$ cat src/rtl/can_arb_pkg.sv
package can_arb_pkg;

  typedef enum logic [2:0] {
    ST_IDLE = 3'd0,
    ST_WAIT = 3'd1,
    ST_SOF  = 3'd2,
    ST_ID   = 3'd3,
    ST_DONE = 3'd4
  } arb_state_t;

endpackage

$ cat src/rtl/can_arb_rst_sync.sv
module can_arb_rst_sync #(
  parameter int STAGES = 2
) (
  input  logic clk,
  input  logic rst_n,
  output logic rst_n_sync
);

  logic [STAGES-1:0] sync_q;

  always_ff @(posedge clk or negedge rst_n) begin
    if (!rst_n) begin
      sync_q <= '0;
    end else begin
      sync_q <= {sync_q[STAGES-2:0], 1'b1};
    end
  end

  assign rst_n_sync = sync_q[STAGES-1];

endmodule

$ cat src/rtl/can_arb_idle_det.sv
module can_arb_idle_det #(
  parameter int IDLE_LEN = 11
) (
  input  logic clk,
  input  logic rst_n,
  input  logic bit_tick,
  input  logic rx_bit,
  output logic idle_ok
);

  localparam int CNT_W = $clog2(IDLE_LEN + 1);
  localparam logic [CNT_W-1:0] CNT_MAX = CNT_W'(IDLE_LEN);
  localparam logic [CNT_W-1:0] CNT_LIM = CNT_W'(IDLE_LEN - 1);

  logic [CNT_W-1:0] cnt_q, cnt_d;
  logic             cnt_en;

  // count consecutive recessive samples, saturating at IDLE_LEN
  assign cnt_en = bit_tick;

  always_comb begin
    cnt_d = cnt_q;
    if (!rx_bit) begin
      cnt_d = '0;
    end else if (cnt_q != CNT_MAX) begin
      cnt_d = cnt_q + 1'b1;
    end
  end

  always_ff @(posedge clk or negedge rst_n) begin
    if (!rst_n) begin
      cnt_q <= '0;
    end else if (cnt_en) begin
      cnt_q <= cnt_d;
    end
  end

  // this strobe's sample completes the idle run
  assign idle_ok = rx_bit && (cnt_q >= CNT_LIM);

  a_r3_cnt_bound: assert property (@(posedge clk) disable iff (!rst_n)
    cnt_q <= CNT_MAX);

  a_r3_dominant_restarts: assert property (@(posedge clk) disable iff (!rst_n)
    (bit_tick && !rx_bit) |=> (cnt_q == '0));

endmodule

$ cat src/rtl/can_arb_ctrl.sv
module can_arb_ctrl
  import can_arb_pkg::*;
#(
  parameter int STD_W = 11,
  parameter int EXT_W = 29,
  parameter int IDX_W = $clog2(EXT_W)
) (
  input  logic             clk,
  input  logic             rst_n,
  input  logic             bit_tick,
  input  logic             start_req,
  input  logic [EXT_W-1:0] ident,
  input  logic             ext_sel,
  input  logic             rx_bit,
  input  logic             idle_ok,
  output logic             tx_bit,
  output logic             arb_lost,
  output logic [IDX_W-1:0] lost_idx,
  output logic             arb_won,
  output logic             bit_err
);

  localparam logic [IDX_W-1:0] STD_MSB = IDX_W'(STD_W - 1);
  localparam logic [IDX_W-1:0] EXT_MSB = IDX_W'(EXT_W - 1);

  arb_state_t       state_q, state_d;
  logic [EXT_W-1:0] id_q, id_d;
  logic             ext_q, ext_d;
  logic [IDX_W-1:0] idx_q, idx_d, idx_nx, msb_sel;
  logic             tx_q, tx_d;
  logic             lost_q, lost_d;
  logic [IDX_W-1:0] lidx_q, lidx_d;
  logic             won_q, won_d;
  logic             err_q, err_d;
  logic             conflict, dom_miss;

  assign msb_sel  = ext_q ? EXT_MSB : STD_MSB;
  assign idx_nx   = idx_q - 1'b1;
  assign conflict = tx_q && !rx_bit;
  assign dom_miss = !tx_q && rx_bit;

  always_comb begin
    state_d = state_q;
    id_d    = id_q;
    ext_d   = ext_q;
    idx_d   = idx_q;
    tx_d    = tx_q;
    lost_d  = lost_q;
    lidx_d  = lidx_q;
    won_d   = won_q;
    err_d   = err_q;
    unique case (state_q)
      ST_IDLE, ST_DONE: begin
        if (start_req) begin
          state_d = ST_WAIT;
          id_d    = ident;
          ext_d   = ext_sel;
          lost_d  = 1'b0;
          lidx_d  = '0;
          won_d   = 1'b0;
          err_d   = 1'b0;
          tx_d    = 1'b1;
        end
      end
      ST_WAIT: begin
        if (bit_tick && idle_ok) begin
          state_d = ST_SOF;
          tx_d    = 1'b0;
        end
      end
      ST_SOF: begin
        if (bit_tick) begin
          if (dom_miss) err_d = 1'b1;
          state_d = ST_ID;
          idx_d   = msb_sel;
          tx_d    = id_q[msb_sel];
        end
      end
      ST_ID: begin
        if (bit_tick) begin
          if (conflict) begin
            lost_d  = 1'b1;
            lidx_d  = idx_q;
            tx_d    = 1'b1;
            state_d = ST_DONE;
          end else begin
            if (dom_miss) err_d = 1'b1;
            if (idx_q == '0) begin
              won_d   = 1'b1;
              tx_d    = 1'b1;
              state_d = ST_DONE;
            end else begin
              idx_d = idx_nx;
              tx_d  = id_q[idx_nx];
            end
          end
        end
      end
      default: begin
        state_d = ST_IDLE;
        tx_d    = 1'b1;
      end
    endcase
  end

  always_ff @(posedge clk or negedge rst_n) begin
    if (!rst_n) begin
      state_q <= ST_IDLE;
      id_q    <= '0;
      ext_q   <= 1'b0;
      idx_q   <= '0;
      tx_q    <= 1'b1;
      lost_q  <= 1'b0;
      lidx_q  <= '0;
      won_q   <= 1'b0;
      err_q   <= 1'b0;
    end else begin
      state_q <= state_d;
      id_q    <= id_d;
      ext_q   <= ext_d;
      idx_q   <= idx_d;
      tx_q    <= tx_d;
      lost_q  <= lost_d;
      lidx_q  <= lidx_d;
      won_q   <= won_d;
      err_q   <= err_d;
    end
  end

  assign tx_bit   = tx_q;
  assign arb_lost = lost_q;
  assign lost_idx = lidx_q;
  assign arb_won  = won_q;
  assign bit_err  = err_q;

  a_r3_wait_holds_recessive: assert property (@(posedge clk) disable iff (!rst_n)
    (state_q == ST_WAIT && !(bit_tick && idle_ok)) |=> tx_bit);

  a_r5_loss_on_conflict: assert property (@(posedge clk) disable iff (!rst_n)
    (bit_tick && state_q == ST_ID && tx_q && !rx_bit) |=> (arb_lost && tx_bit));

  a_r5_released_after_loss: assert property (@(posedge clk) disable iff (!rst_n)
    arb_lost |-> tx_bit);

  a_r6_match_no_loss: assert property (@(posedge clk) disable iff (!rst_n)
    (bit_tick && state_q == ST_ID && (tx_q == rx_bit)) |=> !arb_lost);

  a_r7_error_not_loss: assert property (@(posedge clk) disable iff (!rst_n)
    (bit_tick && (state_q == ST_SOF || state_q == ST_ID) && !tx_q && rx_bit)
      |=> (bit_err && !arb_lost));

  a_r8_exclusive: assert property (@(posedge clk) disable iff (!rst_n)
    !(arb_won && arb_lost));

  a_r8_won_recessive: assert property (@(posedge clk) disable iff (!rst_n)
    arb_won |-> tx_bit);

  a_r9_lost_sticky: assert property (@(posedge clk) disable iff (!rst_n)
    (arb_lost && !start_req) |=> (arb_lost && $stable(lost_idx)));

  a_r5_idx_range: assert property (@(posedge clk) disable iff (!rst_n)
    arb_lost |-> (lost_idx <= EXT_MSB));

endmodule

$ cat src/rtl/can_arb_unit.sv
module can_arb_unit #(
  parameter int STD_W    = 11,
  parameter int EXT_W    = 29,
  parameter int IDLE_LEN = 11,
  parameter int IDX_W    = $clog2(EXT_W)
) (
  input  logic             clk,
  input  logic             rst_n,
  input  logic             bit_tick,
  input  logic             start_req,
  input  logic [EXT_W-1:0] ident,
  input  logic             ext_sel,
  input  logic             rx_bit,
  output logic             tx_bit,
  output logic             arb_lost,
  output logic [IDX_W-1:0] lost_idx,
  output logic             arb_won,
  output logic             bit_err
);

  logic rst_n_sync;
  logic idle_ok;

  can_arb_rst_sync #(.STAGES(2)) u_rst_sync (
    .clk        (clk),
    .rst_n      (rst_n),
    .rst_n_sync (rst_n_sync)
  );

  can_arb_idle_det #(.IDLE_LEN(IDLE_LEN)) u_idle_det (
    .clk      (clk),
    .rst_n    (rst_n_sync),
    .bit_tick (bit_tick),
    .rx_bit   (rx_bit),
    .idle_ok  (idle_ok)
  );

  can_arb_ctrl #(
    .STD_W (STD_W),
    .EXT_W (EXT_W),
    .IDX_W (IDX_W)
  ) u_ctrl (
    .clk       (clk),
    .rst_n     (rst_n_sync),
    .bit_tick  (bit_tick),
    .start_req (start_req),
    .ident     (ident),
    .ext_sel   (ext_sel),
    .rx_bit    (rx_bit),
    .idle_ok   (idle_ok),
    .tx_bit    (tx_bit),
    .arb_lost  (arb_lost),
    .lost_idx  (lost_idx),
    .arb_won   (arb_won),
    .bit_err   (bit_err)
  );

endmodule

$ cat config.mk
export PLATFORM = sky130hd
export DESIGN_NAME = can_arb_unit
export DESIGN_NICKNAME = d
export VERILOG_FILES = /design/src/rtl/can_arb_pkg.sv /design/src/rtl/can_arb_rst_sync.sv /design/src/rtl/can_arb_idle_det.sv /design/src/rtl/can_arb_ctrl.sv /design/src/rtl/can_arb_unit.sv
export SDC_FILE = /design/constraint.sdc
export NUM_CORES = 1
export LEC_CHECK = 0
export ABC_AREA = 1
export ABC_CLOCK_PERIOD_IN_PS = 1900
export BUFFER_PORTS_ARGS = -buffer_cell sky130_fd_sc_hd__buf_4
export CORE_MARGIN = 8
export CORE_UTILIZATION = 55
export DETAILED_ROUTE_END_ITERATION = 12
export PLACE_DENSITY = 0.78
export REMOVE_ABC_BUFFERS = 1
export SYNTH_ARGS = -nofsm -noshare
export SYNTH_HDL_FRONTEND = slang
export SYNTH_SLANG_ARGS = --single-unit
$ cat constraint.sdc
create_clock -name clk -period 1.9 [get_ports clk]
set_input_delay 0.19 -clock clk [delete_from_list [all_inputs] [get_ports clk]]
set_output_delay 0.19 -clock clk [all_outputs]
set_load 0.02 [all_outputs]
==> impl_metrics.env <==
export IMPL_grt_setup_unrepaired="false"
export IMPL_area_growth_pct=18.1
export IMPL_max_freq_mhz=590
export IMPL_synth_seq_cells=53
export IMPL_cp_start_kind="register"
export IMPL_crit_end="u_ctrl.tx_bit$_DFFE_PN1P_"
export IMPL_slew_headroom=0.625
export IMPL_grt_max_degree=37
export IMPL_synth_cells=339
export IMPL_min_period_over_period=0.892
export IMPL_ctsRootBufferMaster="clkbuf_8"
export IMPL_final_hold_viol_count=0
export IMPL_grt_pass1_vias=2371
export IMPL_cts_max_level=2
export IMPL_cts_resized=0
export IMPL_utilization=0.668
export IMPL_synth_area_um2=2650
export IMPL_synthTopCellsByArea="dfrtp_1, nand2_1, nand3_1"
export IMPL_synthDominantCellAreaShare=0.491
export IMPL_slew_viol_final=0
export IMPL_rows=25
export IMPL_crit_start="u_ctrl.idx_q[1]$_DFFE_PN0P_"
export IMPL_min_period_ps=1700
export IMPL_initial_core_util=0.565
export IMPL_io_pins=44
export IMPL_die_w_um=85.4
export IMPL_syn_area_per_cell_um2=7.82
export IMPL_antenna_found_initial=0
export IMPL_dr_pass1_iters=4
export IMPL_p_leak_uw=0.00167
export IMPL_wl_per_cell_um=12.6
export IMPL_critPathMaxFanout=6
export IMPL_die_area_um2=7300
export IMPL_r2r_slack_ps=200
export IMPL_yosysTopAreaCell="dfrtp_1"
export IMPL_yosys_top_cells_count="nand2_1, dfrtp_1, nand3_1, inv_1, o21ai_1"
export IMPL_worstSetupPathType="register to register"
export IMPL_n_antenna_cell=0
export IMPL_async_reset_ff_frac=1.00
export IMPL_worst_pin_slew_ps=562
export IMPL_drcViolationCount=0
export IMPL_die_h_um=85.4
export IMPL_finalPower_uw=4970
export IMPL_timing_rr_end="u_ctrl.tx_bit$_DFFE_PN1P_"
export IMPL_clk_latency_ps=300
export IMPL_yosysUniqueCellTypes=36
export IMPL_status="complete, no violations"
export IMPL_synth_seq_area_share=0.500
export IMPL_wl_um=5570
export IMPL_cp_end_kind="register"
export IMPL_reg2regPathDepth=12
export IMPL_drv_cap=0
export IMPL_gp_congestion=0.846
export IMPL_vias_per_cell=5.22
export IMPL_fin_skew_ps=6.01
export IMPL_final_nets=424
export IMPL_layout_drive_gt1_share=0.194
export IMPL_synth_edf_count=0
export IMPL_crit_arrival_ps=1930
export IMPL_r2r_start="u_ctrl.idx_q[1]$_DFFE_PN0P_"
export IMPL_ir_drop_mv=0.680
export IMPL_synthMostInstantiatedCell="nand2_1"
export IMPL_cts_hold_buffers=1
export IMPL_first_iter_violations=139
export IMPL_critical_path_required_ps=2140
export IMPL_synth_main_ff_cell="dfrtp_1"
export IMPL_numCtsBuffers=5
export IMPL_antenna_left=0
export IMPL_grt_ovfl_total=0
export IMPL_grt_pass1_wl_um=9960
export IMPL_ys_warn_count=0
export IMPL_cts_sinks=53
export IMPL_grtUsageTotal=0.165
export IMPL_min_path_type="input port to register"
export IMPL_cts_clk_slew_worst_paths_ps=90
export IMPL_setup_viol=0
export IMPL_coreArea_um2=4690
export IMPL_via_count=2303
export IMPL_dpl_hpwl_um=4250
export IMPL_postCtsSetupRepairBufs=0
export IMPL_ctsLongestPathBuffers=2
export IMPL_pwr_density_cell_nw_per_um2=1580
export IMPL_cts_tree="built"
export IMPL_port_buffer_count=43
## layout by cell type, fill, tap and decap left out, types with 2 or more instances in the layout
cell type	n
o21ai_1	15
clkbuf_1	3
buf_4	48
nor2_4	3
nand4_1	2
o21ai_0	3
o22ai_1	2
dfrtp_1	51
nand3_1	33
nor2_1	13
clkbuf_8	5
nand2_4	2
inv_2	5
a21oi_1	7
inv_1	24
a22oi_1	2
nor2_2	2
ha_1	3
nor3_1	3
clkinv_1	2
nand2_1	142
## worst min-delay path by stage
| stage | slack [ps] | end | startpoint | depth (start not counted) |
|---|---|---|---|---|
| finish | 80 | u_ctrl.id_q[20]$_DFFE_PN0P_ | ident[20] | 3 |
| global route | 80 | u_ctrl.id_q[20]$_DFFE_PN0P_ | ident[20] | 3 |
| CTS | 70 | u_ctrl.id_q[21]$_DFFE_PN0P_ | ident[21] | 3 |
| detailed placement | -30 | u_rst_sync.sync_q[0]$_DFF_PN0_ | rst_n | 1 |
| global placement | -30 | u_rst_sync.sync_q[0]$_DFF_PN0_ | rst_n | 1 |
| floorplan | -110 | u_rst_sync.sync_q[0]$_DFF_PN0_ | rst_n | 0 |
## sequential cells by signal, indices dropped and copies added, names as in the netlist
| signal | flops |
|---|---|
| u_ctrl.id_q | 29 |
| u_ctrl.idx_q | 5 |
| u_ctrl.lost_idx | 5 |
| u_idle_det.cnt_q | 4 |
| u_ctrl.state_q | 3 |
| u_rst_sync.sync_q | 2 |
| u_ctrl.arb_lost | 1 |
| u_ctrl.arb_won | 1 |
| u_ctrl.bit_err | 1 |
| u_ctrl.ext_q | 1 |
| u_ctrl.tx_bit | 1 |
## cell type report
class | count | area (um2)
inverters | 32 | 125
multi-input cells | 244 | 1140
well taps | 54 | 67.6
flip-flops and latches | 53 | 1330
repair buffers | 50 | 390
fillers | 429 | 1560
clock buffers | 8 | 80.1
## critical path, cell delays in order (launching register included)
cell and delay, ps:
dfrtp_1 400, inv_1 90, ha_1 220, inv_1 60, nand2_1 60, nand2_1 130, inv_1 160, nand3_1 90
nand3_1 80, nand3_1 80, nand3_1 90, nand2_1 50, a21oi_1 120
## per-stage QoR
step | hold WS (ps) | std cells | setup slack [ps] | TNS (ps) | cell area (um2)
final | 77.5 | 441 | 205 | 0 | 3130
after floorplan | -106 | 329 | -42.3 | -42.3 | 2590
after detailed placement | -25.3 | 432 | 240 | 0 | 3040
after CTS | 73.2 | 441 | 224 | 0 | 3130
after global routing | 75.4 | 441 | 34.2 | 0 | 3130
after global placement | -27.3 | 432 | 288 | 0 | 3040
## logic make-up (layout without fill, tap and decap cells)
kind of cell | count (synthesis) | count (layout) | share of synthesized area
AND/OR/NAND/NOR | 202 | 202 | 0.324
flip-flops | 53 | 53 | 0.500
buffers and inverters | 42 | 90 | 0.0693
AO/OA/AOI/OAI | 35 | 35 | 0.0802
adder cells (fa/ha/maj) | 3 | 3 | 0.0142
XOR/XNOR | 2 | 2 | 0.00660
other | 1 | 1 | 0.00141
multiplexers | 1 | 1 | 0.00377
## per-layer routing
metal	GRT usage	up-vias	wire (um)	share of wire
met2	0.274	43	2680	0.48
li1	-	1168	-	-
met3	0.0376	7	238	0.043
met1	0.202	1085	2570	0.46
met5	0	-	0	0
met4	0.0653	0	83	0.015
## power by group
part | internal, uW | total (uW) | switching, uW
sequential | 1600 | 1890 | 285
combinational | 924 | 2490 | 1560
clock | 262 | 592 | 330
(Power assumes the default switching activity.)
